===== config.mk =====
export PLATFORM = sky130hd
export DESIGN_NAME = nan_sel_unit
export DESIGN_NICKNAME = d
export VERILOG_FILES = /design/src/rtl/nan_sel_pkg.sv /design/src/rtl/nan_classify.sv /design/src/rtl/nan_pick.sv /design/src/rtl/nan_shape.sv /design/src/rtl/nan_sel_unit.sv
export SDC_FILE = /design/constraint.sdc
export NUM_CORES = 1
export LEC_CHECK = 0
export BUFFER_PORTS_ARGS = -buffer_cell sky130_fd_sc_hd__buf_2
export CAP_MARGIN = 30
export CORE_MARGIN = 3
export CORE_UTILIZATION = 43
export DETAILED_ROUTE_END_ITERATION = 7
export GPL_TIMING_DRIVEN = 0
export PLACE_DENSITY = 0.87
export SYNTH_ARGS = -nofsm -noshare
export SYNTH_HDL_FRONTEND = slang
export SYNTH_SLANG_ARGS = --single-unit

===== constraint.sdc =====
create_clock -name clk -period 5.6 [get_ports clk]
set_input_delay 1.68 -clock clk [delete_from_list [all_inputs] [get_ports clk]]
set_output_delay 1.68 -clock clk [all_outputs]
set_load 0.01 [all_outputs]

===== src/rtl/nan_sel_pkg.sv =====
// Package: shared types for the NaN propagation selector.
// Assumes binary floating-point formats with a quiet bit as the fraction MSB.
package nan_sel_pkg;

    // Classification of one floating-point value.
    typedef struct packed {
        logic is_nan;   // exponent all ones, fraction non-zero
        logic is_snan;  // NaN with quiet bit clear
    } nan_class_t;

    // Source selected for the final result.
    typedef enum logic [1:0] {
        SRC_CORE = 2'd0,  // pass the core result through
        SRC_A    = 2'd1,  // carry operand A (quieted)
        SRC_B    = 2'd2,  // carry operand B (quieted)
        SRC_GEN  = 2'd3   // emit a created NaN
    } nan_src_e;

endpackage


===== src/rtl/nan_classify.sv =====
// Module: nan_classify
// Decides whether one value is a NaN and whether that NaN is signaling.
// Assumes the layout {sign, exponent[EXP_W], fraction[FRAC_W]}.
module nan_classify #(
    parameter int EXP_W  = 8,
    parameter int FRAC_W = 23,
    localparam int W     = 1 + EXP_W + FRAC_W
) (
    input  logic [W-1:0]                value,
    output nan_sel_pkg::nan_class_t     cls
);
    logic exp_ones;
    logic frac_nz;

    // Detect the NaN encoding and inspect the quiet bit.
    always_comb begin
        exp_ones    = &value[W-2 -: EXP_W];
        frac_nz     = |value[FRAC_W-1:0];
        cls.is_nan  = exp_ones & frac_nz;
        cls.is_snan = exp_ones & frac_nz & ~value[FRAC_W-1];
    end
endmodule


===== src/rtl/nan_pick.sv =====
// Module: nan_pick
// Chooses where the result comes from: the core, operand A, operand B or a
// created NaN. Operand NaNs take precedence over anything from the core.
// Assumes the classifications come from nan_classify.
module nan_pick (
    input  nan_sel_pkg::nan_class_t cls_a,
    input  nan_sel_pkg::nan_class_t cls_b,
    input  nan_sel_pkg::nan_class_t cls_core,
    input  logic                    core_invalid,
    input  logic                    sig_prio,
    output nan_sel_pkg::nan_src_e   sel
);
    import nan_sel_pkg::*;

    logic a_quiet;
    logic core_made_nan;

    // Apply the operand priority policy, then the created-NaN rule.
    always_comb begin
        a_quiet       = cls_a.is_nan & ~cls_a.is_snan;
        core_made_nan = core_invalid | cls_core.is_nan | cls_core.is_snan;
        if (cls_a.is_nan && cls_b.is_nan) begin
            sel = (sig_prio && a_quiet && cls_b.is_snan) ? SRC_B : SRC_A;
        end else if (cls_a.is_nan) begin
            sel = SRC_A;
        end else if (cls_b.is_nan) begin
            sel = SRC_B;
        end else if (core_made_nan) begin
            sel = SRC_GEN;
        end else begin
            sel = SRC_CORE;
        end
    end
endmodule


===== src/rtl/nan_shape.sv =====
// Module: nan_shape
// Builds the final bit pattern for the chosen source: it sets the quiet bit
// on carried NaNs and forms the default or canonical pattern for created NaNs.
// Assumes sel came from nan_pick for the same operands.
module nan_shape #(
    parameter int EXP_W  = 8,
    parameter int FRAC_W = 23,
    localparam int W     = 1 + EXP_W + FRAC_W,
    localparam int QBIT  = FRAC_W - 1
) (
    input  nan_sel_pkg::nan_src_e sel,
    input  logic [W-1:0]          op_a,
    input  logic [W-1:0]          op_b,
    input  logic [W-1:0]          core_res,
    input  logic                  sig_prio,
    input  logic                  canon_en,
    output logic [W-1:0]          result,
    output logic                  is_nan
);
    import nan_sel_pkg::*;

    localparam logic [W-1:0] QMASK = W'(1) << QBIT;
    localparam logic [W-2:0] BODY  = {{EXP_W{1'b1}}, 1'b1, {(FRAC_W-1){1'b0}}};

    logic gen_sign;

    // Select and correct the output pattern.
    always_comb begin
        gen_sign = canon_en ? 1'b0 : ~sig_prio;
        unique case (sel)
            SRC_A:   result = op_a | QMASK;
            SRC_B:   result = op_b | QMASK;
            SRC_GEN: result = {gen_sign, BODY};
            default: result = core_res;
        endcase
        is_nan = (sel != SRC_CORE);
    end
endmodule


===== src/rtl/nan_sel_unit.sv =====
// Module: nan_sel_unit (top)
// NaN propagation selector behind a two-operand floating-point operation.
// Classifies the operands and the core result, picks the source, shapes the
// pattern and registers it with one cycle of latency.
// Assumes a synchronous active-low reset and one operation per valid cycle.
module nan_sel_unit #(
    parameter int EXP_W  = 8,
    parameter int FRAC_W = 23,
    localparam int W     = 1 + EXP_W + FRAC_W
) (
    input  logic         clk,
    input  logic         rst_n,
    input  logic         in_valid,
    input  logic [W-1:0] op_a,
    input  logic [W-1:0] op_b,
    input  logic [W-1:0] core_res,
    input  logic         core_invalid,
    input  logic         sig_prio,
    input  logic         canon_en,
    output logic         out_valid,
    output logic [W-1:0] res_out,
    output logic         nan_out
);
    import nan_sel_pkg::*;

    localparam int NVAL = 3;

    logic [W-1:0] vals [NVAL];
    nan_class_t   cls  [NVAL];
    nan_src_e     sel;
    logic [W-1:0] shaped;
    logic         shaped_nan;

    // Gather the three values that need classifying.
    always_comb begin
        vals[0] = op_a;
        vals[1] = op_b;
        vals[2] = core_res;
    end

    for (genvar i = 0; i < NVAL; i++) begin : g_cls
        nan_classify #(.EXP_W(EXP_W), .FRAC_W(FRAC_W)) u_cls (
            .value (vals[i]),
            .cls   (cls[i])
        );
    end

    nan_pick u_pick (
        .cls_a        (cls[0]),
        .cls_b        (cls[1]),
        .cls_core     (cls[2]),
        .core_invalid (core_invalid),
        .sig_prio     (sig_prio),
        .sel          (sel)
    );

    nan_shape #(.EXP_W(EXP_W), .FRAC_W(FRAC_W)) u_shape (
        .sel      (sel),
        .op_a     (op_a),
        .op_b     (op_b),
        .core_res (core_res),
        .sig_prio (sig_prio),
        .canon_en (canon_en),
        .result   (shaped),
        .is_nan   (shaped_nan)
    );

    // Output register: capture on valid, hold otherwise.
    always_ff @(posedge clk) begin
        if (!rst_n) begin
            out_valid <= 1'b0;
            res_out   <= '0;
            nan_out   <= 1'b0;
        end else begin
            out_valid <= in_valid;
            if (in_valid) begin
                res_out <= shaped;
                nan_out <= shaped_nan;
            end
        end
    end
endmodule


==> summary.md <==
| Metric | Value |
|---|---|
| Req. time, crit path | `5.75 ns` |
| Layout area overhead | `47.22%` |
| Vias in the first global route | `around 2300` |
| Via count | `between 2000 and 2500` |
| Seq pwr share | `0.441` |
| Reg clk slew, reported paths | `roughly 0.070 ns` |
| Final setup margin | `2.232 ns` |
| CTS max path bufs | `2` |
| Status | `complete, no violations` |
| Critical Path Source Type | `input pin` |
| Unrepaired setup endpoints after global routing | `false` |
| Max VDD drop | `0.1532 mV` |
| CTS Buf Count | `5` |
| YS warnings | `0` |
| Top Family by Delay on Critical Path | `compound AO/OA/AOI/OAI gates` |
| Crit-path max cell delay | `~0.37 ns` |
| RD Place Congestion | `roughly 0.9` |
| Clock Sinks | `34` |
| Logic pwr share | `0.206` |
| Die Ht | `70.35 µm` |
| Minimum clock period | `approximately 3.4 ns` |
| IO Pins | `approximately 140` |
| Crit path kind | `in2reg` |
| Commonest non-fill, non-tap cell in the layout | `buf_2` |
| Mean Syn Cell Area | `just under 9 µm²` |
| Cell Pwr Density | `~230 mW/mm²` |
| Crit end category | `flop` |
| Die width | `~70 µm` |
| Hold_sp | `res_out[31]` |
| Area contributors post-synth | `dfxtp_1, a222oi_1, o21ai_0, a21oi_1, nor4_1` |
| Drt pass-1 iters | `6` |
| Residual DRC | `0` |
| Worst-Margin Slew | `around 0.46 ns` |
| Fin crit share | `0.6014` |
| Pre-CTS setup slack | `a little under 2 ns` |
| Syn Nets | `slightly above 300` |
| Fillers | `~320` |
| Post-synthesis adder-cell area fraction | `0` |
| Post-CTS setup buffer count | `0` |
| Worst hold path type | `reg2reg` |
| Post-synth top area cell | `dfxtp_1` |
| Die ar. | `0.004948 mm²` |
| Fin nets | `around 450` |
| Yosys top cell area share | `0.3823` |
| Main synth FF type | `dfxtp_1` |
| Async SR Flop Fraction | `0` |
| Synth cell types | `30` |
| CP max FO | `10` |
| Post-synth EDFFs | `0` |
| ANT cells | `0` |
| Sw frac | `0.2696` |
| Core footprint | `0.003826 mm²` |
| DP HPWL | `about 5.5 mm` |
| Clock share of power | `0.353` |
| WP data arrival | `3.52 ns` |
| Mux contribution to synthesized area | `0` |
| Grt ovf | `0` |
| Initial Utilization | `0.4653` |
| Rel. slew slack | `0.6923` |
| CTS hold repair buffers | `0` |
| Seq cells post-synth | `34` |
| Layout cells sized above 1 | `0.4538` |
| Synth Area in Simple Gates | `0.1715` |
| Number of antenna-violating nets in the routed design | `0` |
| CTS tree | `done` |
| Total Wirelength | `roughly 6.9 mm` |
| Fin. max-slew vios | `0` |
| Switching power | `162.6 µW` |
| Sequential area share after synthesis | `0.3823` |
| TNS Setup | `0 ns` |
| Clock skew | `0 ns` |
| Largest net degree at the start of global routing | `11` |
| Min Hold Slack | `between 0.4 and 0.5 ns` |
| Initial antenna violation count | `0` |
| Synth Instances | `a little over 200` |
| Internal power | `~440 µW` |
| Setup crit start | `op_b[17]` |
| Synth Area in Compound Gates | `0.3703` |
| GRT Util Overall | `0.2669` |
| Final Hold Vio Count | `0` |
| Setup violations, final | `0` |
| Max cap viols | `0` |
| CTS H-Tree Depth | `2` |
| Reg-to-Reg Start | `res_out[10]` |
| Synth Area in XOR/XNOR | `0` |
| Worst path cell trace | `buf_2 > nor4_1 > nand4_1 > o21ai_2 > o21ba_4 > buf_6 > a222oi_1 > a21oi_1` |
| Post-CTS resize count | `0` |
| CTS root buf | `clkbuf_8` |
| Number of DRC markers in iteration 0 | `approximately 300` |
| FP Rows | `22` |
| Leak Pwr | `approximately 1.2 nW` |
| Most frequent cells in the layout | `buf_2, dfxtp_1, o21ai_0` |
| WL/cell | `roughly 18 µm` |
| Syn Std Cell Area | `between 0.0015 and 0.002 mm²` |
| Fmax | `approximately 300 MHz` |
| Wire length of the first global-routing pass | `approximately 11 mm` |
| Worst-Skew Late Latency | `roughly 0.28 ns` |
| Number of port buffers | `~130` |
| Avg Vias per Cell | `between 6 and 7` |
| Slowest stage cell, crit path | `nor4_1` |
| CP bufs+invs | `2` |
| Largest family of logic cells by synthesized area | `compound AO/OA/AOI/OAI gates` |
layer usage:
metal | global-route usage | share of wire | vias to the layer above
met5 | 0 | 0 | -
met2 | 0.4439 | 0.48 | 196
li1 | - | - | 1119
met3 | 0.06187 | 0.11 | 32
met4 | 0.1043 | 0.034 | 0
met1 | 0.3304 | 0.38 | 1111
through the flow:
stage,power [mW],cell area (µm²),utilization,std cells
detailed placement,0.3932,2511,0.6563,386
finish,0.6029,2621,0.6851,394
global placement,0.3908,2511,0.6563,386
floorplan,0.3212,1780,-,204
global route,0.6285,2621,0.6851,394
CTS,0.6032,2621,0.6851,394
power by group through the flow:
stage                     registers, mW  logic, mW  clock network [mW]
after CTS                         0.266      0.123               0.215
after floorplan                   0.279     0.0424                   0
after detailed placement          0.271      0.122                   0
after global placement            0.271      0.120                   0
after global routing              0.267      0.137               0.224
final                             0.266      0.124               0.213
cell type report:
cell class	count	area [µm²]	share of cell area
flip-flops and latches	34	680.7	0.2597
inverters	4	15.01	0.005728
repair buffers	134	670.6	0.2558
plain buffers	18	120.1	0.04582
multi-input cells	148	964.7	0.3680
clock buffers	8	110.1	0.04200
well taps	48	60.06	0.02291
logic make-up after synthesis:
kind of cell,count (synthesis)
AOI/OAI and AO/OA,96
and+or+nand+nor,52
buffers and inverters,22
DFF,34
flip-flops by register name, indices dropped and copies added (netlist names):
name and cells:
res_out 32, nan_out 1, out_valid 1
cells in the mapped netlist (2+ instances only):
| cell type | n |
|---|---|
| clkbuf_1 | 10 |
| a222oi_1 | 22 |
| nor2_1 | 4 |
| nand2_1 | 10 |
| inv_1 | 4 |
| nand4_1 | 9 |
| dfxtp_1 | 34 |
| nor3_1 | 2 |
| buf_6 | 6 |
| nor4_1 | 15 |
| o21a_1 | 2 |
| o21ai_0 | 32 |
| buf_4 | 2 |
| o211a_1 | 2 |
| nand3b_1 | 6 |
| a21oi_1 | 22 |
| a31oi_1 | 9 |
tightest hold or removal path, cell delays in order, from the launching register on:
cell      delay [ns]
dfxtp_1         0.31
nand3b_1        0.07
o21ai_1         0.05
worst paths after layout:
path	depth (start not counted)	to	slack, ns
setup reg to reg	2	res_out[10]	4.90
hold reg to reg	2	res_out[31]	0.48
setup / recovery	8	res_out[3]	2.23
hold / removal	2	res_out[31]	0.48
Power figures use the tool's default switching activity.
